**config.mk**
```make
export PLATFORM = sky130hd
export DESIGN_NAME = sysstate_regs
export DESIGN_NICKNAME = d
export VERILOG_FILES = /design/src/rtl/sysstate_regs.sv
export SDC_FILE = /design/constraint.sdc
export NUM_CORES = 1
export LEC_CHECK = 0
export BUFFER_PORTS_ARGS = -buffer_cell sky130_fd_sc_hd__buf_2
export CAP_MARGIN = 20
export CORE_UTILIZATION = 49
export CTS_CLUSTER_DIAMETER = 60
export DETAILED_ROUTE_END_ITERATION = 8
export HOLD_SLACK_MARGIN = 0.02
export PLACE_DENSITY = 0.8
export SYNTH_ARGS = -nofsm -noshare
export SYNTH_HDL_FRONTEND = slang
export SYNTH_SLANG_ARGS = --single-unit
```
**constraint.sdc**
```tcl
create_clock -name clk -period 1.8 [get_ports clk]
set_input_delay 0.18 -clock clk [delete_from_list [all_inputs] [get_ports clk]]
set_output_delay 0.18 -clock clk [all_outputs]
set_load 0.005 [all_outputs]
```
**src/rtl/sysstate_regs.sv**
```systemverilog
module sysstate_regs #(
  parameter int          EXC_W    = 9,
  parameter logic [31:0] SP_RESET = 32'h2000_1000
) (
  input  logic             clk,
  input  logic             rst_n,
  input  logic             handler_mode,
  input  logic [4:0]       sr_sel,
  input  logic             sr_we,
  input  logic [31:0]      sr_wdata,
  output logic [31:0]      sr_rdata,
  input  logic             exc_enter,
  input  logic             exc_return,
  input  logic [EXC_W-1:0] exc_num,
  input  logic             flag_we,
  input  logic [4:0]       flag_in,
  output logic [31:0]      sp_active,
  output logic             privileged,
  output logic [31:0]      status_word
);
  localparam logic [4:0] SEL_FLAGS  = 5'h00;
  localparam logic [4:0] SEL_STATUS = 5'h03;
  localparam logic [4:0] SEL_EXCNUM = 5'h05;
  localparam logic [4:0] SEL_MSP    = 5'h08;
  localparam logic [4:0] SEL_PSP    = 5'h09;
  localparam logic [4:0] SEL_CTRL   = 5'h14;
  localparam int         PAD_W      = 32 - EXC_W;

  logic [31:0]      msp_q, psp_q;
  logic [1:0]       ctrl_q;
  logic [4:0]       flags_q;
  logic [EXC_W-1:0] exc_q;
  logic [31:0]      exc_view;
  logic             wr_flags, wr_msp, wr_psp, wr_ctrl;

  assign wr_flags = sr_we && sr_sel == SEL_FLAGS;
  assign wr_msp   = sr_we && sr_sel == SEL_MSP;
  assign wr_psp   = sr_we && sr_sel == SEL_PSP;
  assign wr_ctrl  = sr_we && sr_sel == SEL_CTRL && privileged;

  always_ff @(posedge clk or negedge rst_n) begin
    if (!rst_n) begin
      msp_q   <= {SP_RESET[31:2], 2'b00};
      psp_q   <= '0;
      ctrl_q  <= '0;
      flags_q <= '0;
      exc_q   <= '0;
    end else begin
      if (wr_msp)  msp_q  <= {sr_wdata[31:2], 2'b00};
      if (wr_psp)  psp_q  <= {sr_wdata[31:2], 2'b00};
      if (wr_ctrl) ctrl_q <= sr_wdata[1:0];
      if (flag_we)       flags_q <= flag_in;
      else if (wr_flags) flags_q <= sr_wdata[31:27];
      if (exc_enter || exc_return) exc_q <= exc_num;
    end
  end

  assign privileged  = handler_mode || !ctrl_q[0];
  assign sp_active   = (!handler_mode && ctrl_q[1]) ? psp_q : msp_q;
  assign exc_view    = handler_mode ? {{PAD_W{1'b0}}, exc_q} : 32'd0;
  assign status_word = {flags_q, 27'd0} | exc_view;

  always_comb begin
    case (sr_sel)
      SEL_FLAGS:  sr_rdata = {flags_q, 27'd0};
      SEL_STATUS: sr_rdata = status_word;
      SEL_EXCNUM: sr_rdata = exc_view;
      SEL_MSP:    sr_rdata = msp_q;
      SEL_PSP:    sr_rdata = psp_q;
      SEL_CTRL:   sr_rdata = {30'd0, ctrl_q};
      default:    sr_rdata = 32'd0;
    endcase
  end


  handler_uses_main_chk: assert property (@(posedge clk) disable iff (!rst_n)
    handler_mode |-> sp_active == msp_q);


  handler_priv_chk: assert property (@(posedge clk) disable iff (!rst_n)
    handler_mode |-> privileged);


  thread_excnum_zero_chk: assert property (@(posedge clk) disable iff (!rst_n)
    !handler_mode |-> status_word[EXC_W-1:0] == '0);


  excnum_sw_ignored_chk: assert property (@(posedge clk) disable iff (!rst_n)
    (sr_we && sr_sel == SEL_EXCNUM && !exc_enter && !exc_return) |=> $stable(exc_q));


  flag_load_chk: assert property (@(posedge clk) disable iff (!rst_n)
    flag_we |=> status_word[31:27] == $past(flag_in));


  unpriv_ctrl_ignored_chk: assert property (@(posedge clk) disable iff (!rst_n)
    (!handler_mode && ctrl_q[0]) |=> $stable(ctrl_q));


  sp_aligned_chk: assert property (@(posedge clk) disable iff (!rst_n)
    sp_active[1:0] == 2'b00);
endmodule

```
### Yosys cells after proc, flatten, opt, wreduce, memory -nomap -nowiden

Cells that the tools add are included.

* equal/unequal tests: 5
* multiplexer cells: 5
* bitwise logic cells: 1
* reductions and logical operators: 12

Operators with widths (number)
* $pmux W32 S6: 1
* $mux W32: 1
* $or A32 B9 Y32: 1
* $eq A5 B4 Y1 const B: 2
* $mux W5: 2
* $mux W9: 1
* $logic_and A1 B1 Y1: 6
* $eq A5 B2 Y1 const B: 1
* $eq A5 B3 Y1 const B: 1
* $eq A5 B5 Y1 const B: 1
* $logic_not A5 Y1: 1
* $logic_not A1 Y1: 2
* $logic_or A1 B1 Y1: 2
* $reduce_bool A2 Y1: 1

* register bits: 76
* output and inout bits: 97
* logic and storage cells: 28

### Logic depth before layout (Yosys ltp)

* word-level depth: 4
* mapped depth: 6

### Worst setup path after synthesis

Ideal clock, no wire load.

* kind: in2out
* start point: input sr_sel[1]
* end point: output sr_rdata[29]
* arrival: 1.207 ns
* setup slack: 0.413 ns
* stages: 6
* cells stage by stage: clkbuf_2 -> nor2_2 -> and2_1 -> clkbuf_1 -> buf_2 -> a221o_1

* longest elaborated chain between the ends: 2
* elaborated cells on any way between the ends: 7

Ends and longest elaborated chain
* start, declared: RTL line 8 `input logic [4:0] sr_sel,`
* $eq A5 B5 Y1 (tied with other cells): RTL line 64 `case (sr_sel)`
* $pmux W32 S6 *: RTL line 64
* end, declared: RTL line 11 `output logic [31:0] sr_rdata,`

Mark *: on every way between the ends. The rest lies on a longest branch, timed or not.

### Worst setup path after layout

* start point: register ctrl_q[1]
* end point: output sp_active[9]

* longest elaborated chain between the ends: 2

Ends and longest elaborated chain
* start, declared: RTL line 30 `logic [1:0] ctrl_q;`
* start signal, assigned: RTL line 51 `if (wr_ctrl) ctrl_q <= sr_wdata[1:0];`
* $logic_and A1 B1 Y1: RTL line 59 `assign sp_active = (!handler_mode && ctrl_q[1]) ? psp_q : msp_q;`
* $mux W32: RTL line 59
* end, declared: RTL line 17 `output logic [31:0] sp_active,`

Every way passes these cells.

==> results.sh <==
export IMPL_outcome="finished, final reports clean"
export IMPL_path_class="register to primary output"
export IMPL_period_share_pct=97.1
export IMPL_cts_tree="built"
export IMPL_clk_pin_slew_ns=0.08
export IMPL_cp_buffers_inverters=2
export IMPL_slowest_stage="dfrtp_1"
export IMPL_num_vias=3025
export IMPL_synthTopCellsByCount="mux2_2, dfrtp_1, a22o_1, buf_4"
export IMPL_cts_max_path_buffers=2
export IMPL_synth_seq_area_share_pct=47.7
export IMPL_grt_use_met2_pct=38.6
export IMPL_postRouteAntennaNets=0
export IMPL_dieArea_sq_um=8520
export IMPL_ys_warn_count=0
export IMPL_skew_ns=0.00366
export IMPL_grt_pass1_wl_um=14800
export IMPL_tightest_slew_ns=0.603
export IMPL_crit_family="flip-flops"
export IMPL_hold_viol_final=0
export IMPL_path_cells="nand2b_2 -> buf_4 -> mux2_2 -> buf_2"
export IMPL_crit_path_start_kind="register"
export IMPL_netlist_area_sq_um=3990
export IMPL_htreeDepth=3
export IMPL_synth_top_cell_area_share_pct=46.4
export IMPL_die_y_um=92.3
export IMPL_synth_seq_cells=76
export IMPL_numCtsBuffers=9
export IMPL_setup_viol=0
export IMPL_num_fill_cells=647
export IMPL_drive_above_1_share_pct=57.0
export IMPL_final_cell_area_sq_um=4970
export IMPL_clock_sinks=76
export IMPL_slew_viol_final=0
export IMPL_slew_headroom_pct=59.5
export IMPL_portBuffers=134
export IMPL_end_kind="primary output"
export IMPL_final_nets=511
export IMPL_holdWs_ns=0.0650
export IMPL_fp_coreArea_sq_um=7810
export IMPL_placed_area_sq_um=4780
export IMPL_crit_path_start="ctrl_q[1]"
export IMPL_grt_max_degree=47
export IMPL_syn2layout_area_growth_pct=24.4
export IMPL_p_leak_nw=2.58
export IMPL_hold_path_class="primary input to register"
export IMPL_synth_async_sr_flop_share_pct=100
export IMPL_syn_inst=313
export IMPL_synth_ff_type="dfrtp_1"
export IMPL_gp_congestion=0.818
export IMPL_crit_fanout=12
export IMPL_cts_root_buf="clkbuf_8"
export IMPL_rows=32
export IMPL_num_io_pins=155
export IMPL_required_ns=1.62
export IMPL_wl_per_cell_um=16.2
export IMPL_drv_cap=0
export IMPL_drtPass1Iterations=4
export IMPL_power_density_nw_per_um2=873
export IMPL_layout_min_cycle_time_ns=1.75
export IMPL_design_power_total_mw=4.34
export IMPL_grt_overflow=0
export IMPL_synthDistinctLibCells=34
export IMPL_slowest_delay_ns=0.42
export IMPL_place_hpwl_um=6550
export IMPL_die_w_um=92.3
export IMPL_grt_use_met3_pct=5.14
export IMPL_vias_per_cell=5.40
export IMPL_grt_usage_pct=22.2
export IMPL_synth_area_per_cell_sq_um=12.8
export IMPL_cp_arrival_ns=1.57
export IMPL_timing_rr_start="ctrl_q[0]"
export IMPL_hp_start="sr_wdata[10]"
export IMPL_gr_usage_met1_pct=26.9
export IMPL_post_route_drc_count=0
export IMPL_yosysTopAreaCell="dfrtp_1"
export IMPL_antenna_found_initial=0
export IMPL_first_iter_violations=57
export IMPL_clk_latency_ns=0.34
export IMPL_synth_edf_count=0
export IMPL_n_antenna_cell=0
export IMPL_max_freq_mhz=572
export IMPL_vdd_drop_max_mv=0.454
export IMPL_floorplan_initialDensity_pct=51.2
export IMPL_grt_pass1_vias=3096
export IMPL_synth_area_top_cells="dfrtp_1, mux2_2, a22o_1, buf_4, a221o_1"
export IMPL_rsz0062_at_grt="true"
export IMPL_finalWirelength_um=9090
export IMPL_busiest_layer="met2"
export IMPL_synth_most_common_cell="mux2_2"
[report_power, final]
part | total (mW) | switching, mW | internal, mW | leakage (nW)
Sequential | 2.23 | 0.217 | 2.01 | 0.949
Combinational | 0.980 | 0.390 | 0.589 | 1.54
Clock | 1.13 | 0.593 | 0.534 | 0.0872
[kinds of logic after synthesis]
logic type / count (synthesis) / share of synthesized area [%]
buffers and inverters: 40 / 6.05
XOR/XNOR: 2 / 0.439
other: 1 / 0.0939
flip-flops: 76 / 47.7
AND/OR/NAND/NOR: 46 / 7.55
AO/OA/AOI/OAI: 48 / 9.99
multiplexers: 100 / 28.2
[sequential cells by signal (all words and copies together), names as in the netlist]
signal / count
exc_q: 9
psp_q: 30
ctrl_q: 2
flags_q: 5
msp_q: 30
[final timing paths]
path,endpoint,slack (ns),cells after the start
setup / recovery,sp_active[9],0.05,4
hold / removal,psp_q[10],0.06,2
setup reg to reg,ctrl_q[1],0.76,3
hold reg to reg,psp_q[10],0.52,1
max in group asynchronous,msp_q[12],0.82,3
min in group asynchronous,exc_q[4],0.32,2
[metal layers]
layer	part of all wire, %	up-vias
li1	-	1404
met1	44	1485
met2	49	127
met3	6.4	9
met4	1.1	0
met5	0	-
[layout make-up]
class	instances	area [sq um]	area share (%)
Clock buffer	13	149	3.00
Multi-Input combinational cell	216	1940	39.0
Timing Repair Buffer	150	837	16.8
Sequential cell	76	1900	38.3
Tap cell	102	128	2.57
Clock inverter	3	15.0	0.302
[per-stage QoR]
stage                     setup TNS (ns)  worst slack [ns]  util [%]  cells
after floorplan                        0             0.413         -    332
after global placement                 0             0.123      61.3    543
after detailed placement               0            0.0779      61.3    543
after CTS                              0            0.0285      63.5    560
after global routing              -0.113           -0.0203      63.6    560
final                                  0            0.0519      63.6    560
[cell usage in the layout, fill, tap and decap left out, types with 2 or more instances in the layout]
cell	synthesis	layout
and2_1	12	12
a221o_1	12	12
clkinv_2	0	3
mux2_2	90	90
conb_1	1	20
mux2_1	10	10
nand4_1	2	2
dfstp_2	2	2
clkbuf_8	0	10
o21ai_0	5	5
buf_12	0	3
a22o_1	20	20
dfrtp_1	74	74
a21oi_1	5	5
buf_2	12	133
nor2b_1	5	5
a41oi_1	5	5
and3_1	12	12
buf_4	20	12
clkbuf_1	6	3
xnor2_1	2	2
nor2_1	2	2
[what timing repair did]
item / 4_1_cts / 5_1_grt
endpoints found under the hold margin: 29 / 0
resized for setup: 1 / 1
hold buffers: 1 / 0
setup buffers: 0 / 0
setup endpoints to repair: 18 / 12
Power figures use the tool's default switching activity.
